--- src/rtl/sxm_pkg.sv ---
package sxm_pkg;

    typedef enum logic [1:0] {
        SEW_E8  = 2'd0,
        SEW_E16 = 2'd1,
        SEW_E32 = 2'd2,
        SEW_E64 = 2'd3
    } sew_e;

    typedef enum logic [1:0] {
        SRC_NEW  = 2'd0,
        SRC_OLD  = 2'd1,
        SRC_FILL = 2'd2
    } src_e;

    typedef struct packed {
        logic body;
        logic active;
    } lane_cls_t;

    // Source selection for one element, given its class and the policies.
    function automatic src_e pick_src(input logic whole,
                                      input lane_cls_t c,
                                      input logic tail_fill,
                                      input logic pred_fill);
        if (whole || c.active) begin
            return SRC_NEW;
        end
        if (c.body) begin
            return pred_fill ? SRC_FILL : SRC_OLD;
        end
        return tail_fill ? SRC_FILL : SRC_OLD;
    endfunction

    // A byte is written whenever its source is not the old value.
    function automatic logic src_writes(input src_e s);
        return (s != SRC_OLD);
    endfunction

endpackage

--- src/rtl/sxm_elem_class.sv ---
module sxm_elem_class
    import sxm_pkg::*;
#(
    parameter int MAXL = 16,
    parameter int VLW  = 5
) (
    input  logic [VLW-1:0]       vl,
    input  sew_e                 sew,
    input  logic [MAXL-1:0]      mask_bits,
    input  logic                 mask_en,
    input  logic                 whole,
    output lane_cls_t [MAXL-1:0] cls,
    output logic [MAXL-1:0]      act_vec
);

    logic [VLW-1:0] vlmax;
    logic [VLW-1:0] vl_eff;

    always_comb begin
        vlmax  = VLW'(MAXL >> sew);
        vl_eff = (vl > vlmax) ? vlmax : vl;
    end

    for (genvar i = 0; i < MAXL; i++) begin : g_lane
        localparam logic [VLW-1:0] IDX = VLW'(i);
        always_comb begin
            cls[i].body   = (IDX < vl_eff);
            cls[i].active = cls[i].body && (mask_bits[i] || !mask_en);
            if (whole) begin
                act_vec[i] = (IDX < vlmax);
            end else begin
                act_vec[i] = cls[i].active;
            end
        end
    end

endmodule

--- src/rtl/sxm_byte_merge.sv ---
module sxm_byte_merge
    import sxm_pkg::*;
#(
    parameter int MAXL = 16
) (
    input  sew_e                  sew,
    input  lane_cls_t [MAXL-1:0]  cls,
    input  logic                  whole,
    input  logic                  tail_fill,
    input  logic                  pred_fill,
    input  logic [MAXL*8-1:0]     new_vec,
    input  logic [MAXL*8-1:0]     old_vec,
    output logic [MAXL*8-1:0]     merged,
    output logic [MAXL-1:0]       byte_we
);

    localparam int LIW = (MAXL > 1) ? $clog2(MAXL) : 1;

    for (genvar b = 0; b < MAXL; b++) begin : g_byte
        localparam int BI = b;
        logic [LIW-1:0] eidx;
        lane_cls_t      c;
        src_e           s;

        always_comb begin
            eidx = LIW'(BI >> sew);
            c    = cls[eidx];
            s    = pick_src(whole, c, tail_fill, pred_fill);
            unique case (s)
                SRC_NEW:  merged[b*8 +: 8] = new_vec[b*8 +: 8];
                SRC_FILL: merged[b*8 +: 8] = 8'hFF;
                default:  merged[b*8 +: 8] = old_vec[b*8 +: 8];
            endcase
            byte_we[b] = src_writes(s);
        end
    end

endmodule

--- src/rtl/sxm_merge.sv ---
module sxm_merge
    import sxm_pkg::*;
#(
    parameter int VLEN = 128,
    localparam int MAXL = VLEN / 8,
    localparam int VLW  = $clog2(MAXL) + 1
) (
    input  logic              clk,
    input  logic              rst,
    input  logic              in_valid,
    input  logic [VLEN-1:0]   new_vec,
    input  logic [VLEN-1:0]   old_vec,
    input  logic [MAXL-1:0]   mask_bits,
    input  logic [VLW-1:0]    vl,
    input  logic [1:0]        sew_sel,
    input  logic              mask_en,
    input  logic              tail_agn,
    input  logic              mask_agn,
    input  logic              whole_reg,
    output logic              out_valid,
    output logic [VLEN-1:0]   merged,
    output logic [MAXL-1:0]   byte_we,
    output logic [MAXL-1:0]   lane_active
);

    sew_e                 sew;
    lane_cls_t [MAXL-1:0] cls;
    logic [MAXL-1:0]      act_d;
    logic [VLEN-1:0]      merged_d;
    logic [MAXL-1:0]      we_d;

    assign sew = sew_e'(sew_sel);

    sxm_elem_class #(.MAXL(MAXL), .VLW(VLW)) u_class (
        .vl        (vl),
        .sew       (sew),
        .mask_bits (mask_bits),
        .mask_en   (mask_en),
        .whole     (whole_reg),
        .cls       (cls),
        .act_vec   (act_d)
    );

    sxm_byte_merge #(.MAXL(MAXL)) u_bytes (
        .sew       (sew),
        .cls       (cls),
        .whole     (whole_reg),
        .tail_fill (tail_agn),
        .pred_fill (mask_agn),
        .new_vec   (new_vec),
        .old_vec   (old_vec),
        .merged    (merged_d),
        .byte_we   (we_d)
    );

    always_ff @(posedge clk) begin
        if (rst) begin
            out_valid   <= 1'b0;
            merged      <= '0;
            byte_we     <= '0;
            lane_active <= '0;
        end else begin
            out_valid <= in_valid;
            if (in_valid) begin
                merged      <= merged_d;
                byte_we     <= we_d;
                lane_active <= act_d;
            end else begin
                byte_we     <= '0;
                lane_active <= '0;
            end
        end
    end

endmodule

--- config.mk ---
export PLATFORM = sky130hd
export DESIGN_NAME = sxm_merge
export DESIGN_NICKNAME = d
export VERILOG_FILES = /design/src/rtl/sxm_pkg.sv /design/src/rtl/sxm_elem_class.sv /design/src/rtl/sxm_byte_merge.sv /design/src/rtl/sxm_merge.sv
export SDC_FILE = /design/constraint.sdc
export NUM_CORES = 1
export LEC_CHECK = 0
export BUFFER_PORTS_ARGS = -buffer_cell sky130_fd_sc_hd__buf_2
export CORE_AREA = 2 2 172 174
export CTS_BUF_LIST = sky130_fd_sc_hd__clkbuf_8 sky130_fd_sc_hd__clkbuf_16
export DETAILED_ROUTE_END_ITERATION = 7
export DIE_AREA = 0 0 174 176
export GPL_TIMING_DRIVEN = 1
export PLACE_DENSITY = 0.62
export SKIP_LAST_GASP = 1
export SYNTH_ARGS = -nofsm -noshare
export SYNTH_HDL_FRONTEND = slang
export SYNTH_HIERARCHICAL = 1
export SYNTH_SLANG_ARGS = --single-unit
--- constraint.sdc ---
create_clock -name clk -period 11.5 [get_ports clk]
set_clock_uncertainty 0.15 [all_clocks]
set_input_delay 1.15 -clock clk [delete_from_list [all_inputs] [get_ports clk]]
set_output_delay 1.15 -clock clk [all_outputs]
set_load 0.01 [all_outputs]
### Word level (Yosys, flattened, before mapping)

Index checks and enable logic that the tools add are counted.

* divide/modulo/power cells: 0
* add/subtract/negate cells: 0
* equal/unequal tests: 32
* order comparisons: 49
* multiplexer cells: 179
* shift operators: 17
* reduce and logical (&&, ||, !) cells: 66
* multipliers: 0
* bitwise operators: 1

Operator list (number)
* 8-bit case mux with 2 select lines: 16
* 2-bit two-way mux: 82
* 2-bit binary-select mux with 4-bit select: 16
* 4-bit by 5-bit < comparator with 1-bit output, first input constant: 16
* 4-bit by 5-bit < comparator with 1-bit output, second input constant: 16
* 1-bit two-way mux: 64
* 3-bit by 5-bit < comparator with 1-bit output, first input constant: 8
* 2-bit equality test, second input constant: 16
* 2-bit zero test: 16
* 1-bit logical OR: 32
* 2-bit by 1-bit != test with 1-bit output, second input constant: 16
* 4-bit by 2-bit >> shifter with 4-bit output, first input constant: 8
* 1-bit by 5-bit < comparator with 1-bit output, first input constant: 4
* 2-bit by 5-bit < comparator with 1-bit output, first input constant: 4
* 1-bit logical AND: 16
* 3-bit by 2-bit >> shifter with 4-bit output, first input constant: 4
* 1-bit by 2-bit >> shifter with 4-bit output, first input constant: 2
* 2-bit by 2-bit >> shifter with 4-bit output, first input constant: 2
* 5-bit > comparator: 1
* 5-bit two-way mux: 1
* 5-bit by 2-bit >> shifter with 5-bit output, first input constant: 1
* 2-bit OR reduction: 1
* 1-bit zero test: 1
* 1-bit inverter: 1

* word-level logic and storage cells: 348
* bits in latches: 0
* register bits: 161
* memory bits (writable): 0
* input port bits: 286
* memory bits (read-only): 0
* output and inout bits: 161
* memories kept: 0

### Longest topological paths before layout

Gate-level depths: netlist of the first run.

* depth in word-level cells: 14
* depth in mapped cells: 21

### Hierarchy

The synthesis of the first run kept the hierarchy.

Modules (own cells, without submodules)
* sxm_merge: instances 1, cells an instance 481, area an instance 5546.6 um^2
* sxm_byte_merge: instances 1, cells an instance 445, area an instance 3804.9 um^2
* sxm_elem_class: instances 1, cells an instance 118, area an instance 752.0 um^2

### Worst setup path before layout of the first run

Ideal clock, no wire load.

* kind: in2reg
* from: in sew_sel[0]
* to: reg merged[80]
* path slack: 6.282 ns
* buffers on the path: 1
* stages on the path: 21
* data arrival time: 4.951 ns
* cell sequence: nor2_1 inv_1 ha_1 o211ai_2 o21ai_4 mux2i_4 inv_2 nor2_8 inv_2 nor3_1 inv_1 clkbuf_1 and2b_2 a2111o_1 nand2_1 o21a_4 nor2b_2 a2111oi_4 a21oi_1 mux2i_1 nor2_1

RTL lines
* start: declaration: RTL line sxm_merge.sv:15 `input logic [1:0] sew_sel,`
* end signal: assignment: RTL line sxm_merge.sv:65 `merged <= merged_d;`
* end: declaration: RTL line sxm_merge.sv:21 `output logic [VLEN-1:0] merged,`

==> results.cfg, run 1 <==
[status]
outcome = completed

[setup_path]
r2r-start = merged[43]
critical-path-max-stage-delay_ps = 700
required_ps = 11630
cp-startpoint = sew_sel[1]
reg2reg_slack_ps = 10690
crit_type = in2reg
arrival_ps = 6490
cpLargestDelayFamily = simple AND/OR/NAND/NOR gates
crit_buf_inv = 4
cp-start-kind = input pin
crit_slowest_cell = a211oi_2
path_max_fanout = 37
path_cells = buf_2, nor2b_1, inv_1, ha_1, o211ai_2, o21ai_4, mux2i_4, inv_2, nor2_8, inv_2, nor3_1, nor2_1, mux4_2, a211oi_2, nand2_1, o22a_1, mux2i_1, nor2_1
reg2reg_depth = 2
cp-end-kind = flop
worstReg2RegEnd = merged[43]

[yosys]
yosys_warnings = 6
synth.ff_latch_count = 161
ys_async_sr_fraction = 0
syn-num-nets = 1341
syn_area_per_cell_sq_um = 9.68
syn-cell-area_sq_um = 10100
synth_area_leader_cell = dfxtp_1
syn_inst = 1044
synth_top_area_frac = 0.319
yosysSeqAreaShare = 0.319
synth_area_leaders = dfxtp_1 (32%), mux2i_1 (17%), o22a_1 (9.8%)
synth_cell_types = 71
ys.flop_type = dfxtp_1
synth-edff-count = 0

[cts]
cts.sinks = 161
cts_tree = done
path_clk_slew_ps = 80
hold_buffers = 0
cts_made_buffers = 17
ctsResizeCount = 0
insertion_delay_ps = 430
cts_setup_buffers = 0
cts_htree_levels = 4
cts.path.max_buffers = 2
clockRootBuffer = clkbuf_16

[sta]
worst-slew-pin-transition_ps = 1100
min_period_over_period = 0.552
slew_headroom = 0.268
slew_viol_final = 0
max_freq_ghz = 0.157
final.setup.tns_ps = 0
finalSetupViolCount = 0
rsz0062_at_grt = false
fin_crit_ps = 6350
finalHoldViolCount = 0

[detailed_routing]
ant_nets = 0
drt_iter0_markers = 628
via_count = 9576
first_pass_iters = 5
routed_via_density = 5.20
wire_per_inst_um = 18.6
drt-total-wl_um = 34300
drc = 0

[floorplanning]
die-area_sq_um = 30600
ioPinCount = 447
initial_utilization = 0.354
die_y_um = 176
core.rowCount = 62
die_x_um = 174
core_area_sq_um = 28500

[worst_hold_path]
hold_path.class = reg2reg
whs_path_depth = 2
whs_endpoint = merged[31]
hold_path.startpoint = merged[31]

[power_and_ir_drop]
report.power.total_mw = 1.74
p_switching_mw = 0.595
ir_drop_mv = 0.0814
combPwrFrac = 0.321
power_density_nw_per_um2 = 135
swShare = 0.341
leakage_nw = 6.26
cell_internal_pwr_mw = 1.15
clkPwrFrac = 0.319
sequentialPowerShare = 0.360

[global_route]
grt_pass1_wl_um = 52300
overflow = 0
grt_max_degree = 95
grt_antenna_before_repair = 3
grtUsageTotal = 0.216
grt_pass1_vias = 9266

[final_layout]
final-seq-area_sq_um = 3220
fillers = 2933
drive_above_1_share = 0.388
nNetsFinal = 1741
syn_to_final_growth_pct = 27.3
final_cells = 1842
multi_input_area_sq_um = 6160

[place]
port_buffers = 446
gp_congestion = 0.879
dp_cells = 1809
dpl.hpwl_um = 25200

[job]
maxCapViolCount = 0
## cell type report
| class | count | share of cell area |
|---|---|---|
| clock buffer | 17 | 0.0331 |
| tap | 384 | 0.0374 |
| inverter | 35 | 0.0102 |
| antenna | 1 | 0.000195 |
| clock inverter | 15 | 0.0109 |
| multi-input combinational | 776 | 0.479 |
| timing repair buffer | 453 | 0.178 |
| sequential | 161 | 0.251 |
## worst register-to-register path, cell delays in order (launching register included)
cell,delay [ps]
dfxtp_1,320
mux2i_1,120
nor2_1,60
## power groups by stage
stage	Combinational, mW	Sequential [mW]	Clock [mW]
finish	0.559	0.627	0.556
global route	0.606	0.632	0.599
CTS	0.559	0.627	0.575
detailed placement	0.557	0.638	0
global placement	0.550	0.638	0
floorplan	0.353	0.662	0
## metal layers
metal | vias up | track usage | part of all wire
met3 | 25 | 0.0506 | 0.071
met1 | 4562 | 0.281 | 0.43
met2 | 386 | 0.362 | 0.49
li1 | 4601 | - | -
met5 | - | 0 | 0.00032
met4 | 2 | 0.0557 | 0.015
## cells in the final DEF, fill, tap and decap left out, drive strengths merged, types with 3 or more instances in the layout
cell      n
nor2    189
nand4     3
o31ai     6
nand3    12
clkbuf   17
and2     38
mux4     37
buf     453
o21ai    11
nand2b    8
o21a      3
or3       5
dfxtp   161
inv      46
nor2b    11
a21oi    41
a21bo     5
clkinv    4
a211oi   12
o22a    113
ha       11
nor3      3
o211ai    3
a31oi     7
and3      3
nand2    45
mux2     12
mux2i   174
## how the worst max path moves through the flow
stage	cells past startpoint	slack, ps	to
2_1_floorplan	21	6280	merged[80]
3_3_place_gp	18	4950	merged[13]
3_5_place_dp	18	4710	merged[59]
4_1_cts	18	5190	merged[59]
5_1_grt	18	4680	merged[56]
6_report	18	5150	merged[59]
## through the flow
step	hold WS (ps)	setup WS, ps	instance area (sq um)	util
2_1_floorplan	381	6280	10100	-
3_3_place_gp	318	4950	12300	0.431
3_5_place_dp	325	4710	12300	0.431
4_1_cts	342	5190	12900	0.450
5_1_grt	360	4680	12900	0.451
6_report	338	5150	12900	0.451
## kinds of logic (layout without fill, tap and decap cells)
logic type / count (synthesis) / in the layout / synth area share
AO/OA/AOI/OAI: 221 / 221 / 0.179
adder cells (fa/ha/maj): 11 / 11 / 0.0136
buffers and inverters: 107 / 520 / 0.0708
flip-flops: 161 / 161 / 0.319
multiplexers: 223 / 223 / 0.272
other: 0 / 1 / 0
AND/OR/NAND/NOR: 321 / 321 / 0.146
## Yosys cell counts (4+ instances only)
library cell / number
or3_1: 5
nand2b_1: 8
nor2b_1: 10
a21oi_1: 38
nand3_1: 11
dfxtp_1: 161
ha_1: 11
nor2_1: 185
o21ai_1: 4
a211oi_1: 7
o22a_1: 113
a31oi_1: 7
buf_2: 26
mux2i_1: 173
mux2_2: 6
and2_1: 38
buf_4: 4
clkbuf_1: 18
o31ai_1: 5
o21ai_0: 6
mux4_2: 37
nand2_1: 41
inv_1: 31
buf_12: 13
mux2_4: 6
buf_6: 7
## registers in the layout, summed over array words and instances, names as in the netlist
register     count
out_valid        1
merged         128
byte_we         16
lane_active     16
No activity file was read; power rests on OpenSTA's default activity.
==> run 2, diff against run 1 <==
--- a/config.mk
+++ b/config.mk
@@ -6,12 +6,12 @@
 export NUM_CORES = 1
 export LEC_CHECK = 0
 export BUFFER_PORTS_ARGS = -buffer_cell sky130_fd_sc_hd__buf_2
-export CORE_AREA = 2 2 172 174
+export CORE_AREA = 2 2 174 176
 export CTS_BUF_LIST = sky130_fd_sc_hd__clkbuf_8 sky130_fd_sc_hd__clkbuf_16
 export DETAILED_ROUTE_END_ITERATION = 7
-export DIE_AREA = 0 0 174 176
+export DIE_AREA = 0 0 176 178
 export GPL_TIMING_DRIVEN = 1
-export PLACE_DENSITY = 0.62
+export PLACE_DENSITY = 0.64
 export SKIP_LAST_GASP = 1
 export SYNTH_ARGS = -nofsm -noshare
 export SYNTH_HDL_FRONTEND = slang
==> constraint.sdc (replaced) <==
create_clock -name clk -period 5.3 [get_ports clk]
set_clock_uncertainty 0.15 [all_clocks]
set_input_delay 0.53 -clock clk [delete_from_list [all_inputs] [get_ports clk]]
set_output_delay 0.53 -clock clk [all_outputs]
set_load 0.01 [all_outputs]
==> run 2 against run 1 <==
Against the previous run:
- sequential share of layout area fell by 0.54 points
- hold slack worse by 44 ps
- register-to-register slack lost 6200 ps
- first-iteration DRC count rose by 2.7%
- clock power rose by 120%
- critical path depth increased by 1
- clock-buffer cell count increased by 2
- sequential cell count is the same
- non-clock buffer count up 31
- critical endpoint is now merged[93]
==> results.cfg, run 2 (synthesis gave the netlist of run 1 again) <==
[cts]
cts_made_buffers = 17
hold_buffers = 0
cts_setup_buffers = 0
insertion_delay_ps = 430
clockRootBuffer = clkbuf_16
cts_htree_levels = 4
ctsResizeCount = 0
cts.sinks = 161
path_clk_slew_ps = 70
cts.path.max_buffers = 2
cts_tree = done

[final_layout]
top_regs = merged x128, byte_we x16, lane_active x16
nNetsFinal = 1772
largest_reg_flops = 128
mostFrequentLayoutCells = buf_2 (444), nor2_1 (185), mux2i_1 (173)
syn_to_final_growth_pct = 30.1
fillers = 2919
final_cell_area_sq_um = 13100
final-seq-area_sq_um = 3220
multi_input_area_sq_um = 6160
top_register = merged
final_common_cell = buf_2
final_cells = 1879
drive_above_1_share = 0.402

[floorplanning]
core_area_sq_um = 29400
ioPinCount = 447
initial_utilization = 0.344
die_x_um = 176
core.rowCount = 63
die-area_sq_um = 31300
die_y_um = 178

[power_and_ir_drop]
power_density_nw_per_um2 = 294
ir_drop_mv = 0.204
leakage_nw = 6.42

[place]
dpl_cell_area_sq_um = 12500
dp_cells = 1846
dpl.hpwl_um = 25900
port_buffers = 446
gp_congestion = 0.863

[sta]
max_freq_ghz = 0.214
min_period_over_period = 0.883
slew_headroom = 0.253
fin_crit_ps = 4680
slew_viol_final = 0
rsz0062_at_grt = false
worst-slew-pin-transition_ps = 1120
finalSetupViolCount = 0
finalHoldViolCount = 0
final.setup.tns_ps = 0

[setup_path]
path_max_fanout = 9
cp-start-kind = input pin
reg2reg_slack_ps = 4470
crit_type = in2reg
required_ps = 5430
arrival_ps = 4810
cp-end-kind = flop

[detailed_routing]
via_count = 9722
wire_per_inst_um = 18.5
routed_via_density = 5.17
drt_iter0_markers = 645
ant_nets = 0
first_pass_iters = 5
drt-total-wl_um = 34800
drc = 0

[global_route]
grt_pass1_wl_um = 52600
grt_antenna_before_repair = 4
grt_pass1_vias = 9415
grt_max_degree = 129
grtUsageTotal = 0.214
overflow = 0

[worst_hold_path]
hold_path.class = in2reg

[status]
outcome = completed

[job]
maxCapViolCount = 0
==> run 2: per-layer routing <==
| metal | wire (um) | track usage | vias up |
|---|---|---|---|
| li1 | - | - | 4665 |
| met1 | 14700 | 0.272 | 4579 |
| met2 | 16700 | 0.357 | 425 |
| met3 | 2610 | 0.0548 | 49 |
| met4 | 739 | 0.0699 | 4 |
| met5 | 24 | 0 | - |
==> run 2: report_power, final <==
part	internal, mW	switching [mW]	total, mW
sequential	1.31	0.0466	1.36
clock	0.691	0.561	1.25
combinational	0.583	0.671	1.25
total	2.59	1.28	3.87
==> run 2: worst max-delay path: stages <==
cell and delay, ps:
buf_2 120, and2_1 200, inv_1 90, ha_1 300, nor3_2 300, o21ai_4 120, nand2_1 140, buf_4 210
mux2i_1 420, a21o_1 170, a21oi_1 270, mux2_4 360, mux4_2 520, mux2_4 310, nor2_8 200, nand2_4 130
o22a_1 210, mux2i_1 150, nor2_1 50
==> run 2: path summary, 6_finish.rpt <==
kind                startpoint     endpoint  depth (start not counted)
setup reg to reg    merged[40]   merged[40]                          2
hold / removal    old_vec[102]  merged[102]                          4
hold reg to reg    merged[110]  merged[110]                          2
setup / recovery    sew_sel[0]   merged[93]                         19
==> run 2: layout make-up <==
type	instances	share of cell area
well taps	390	0.0371
multi-input cells	776	0.469
inverters	35	0.00999
diodes	1	0.000190
flip-flops and latches	161	0.245
clock inverters	13	0.0110
repair buffers	484	0.193
clock buffers	19	0.0345
==> run 2: per-stage QoR <==
| step | setup WS, ps | hold slack [ps] | utilization | power (mW) |
|---|---|---|---|---|
| 2_1_floorplan | 702 | 381 | - | 2.20 |
| 3_5_place_dp | 257 | 328 | 0.427 | 2.64 |
| 4_1_cts | 719 | 273 | 0.447 | 3.91 |
| 6_report | 619 | 294 | 0.447 | 3.87 |
| 5_1_grt | 350 | 290 | 0.447 | 4.08 |
| 3_3_place_gp | 400 | 317 | 0.427 | 2.62 |
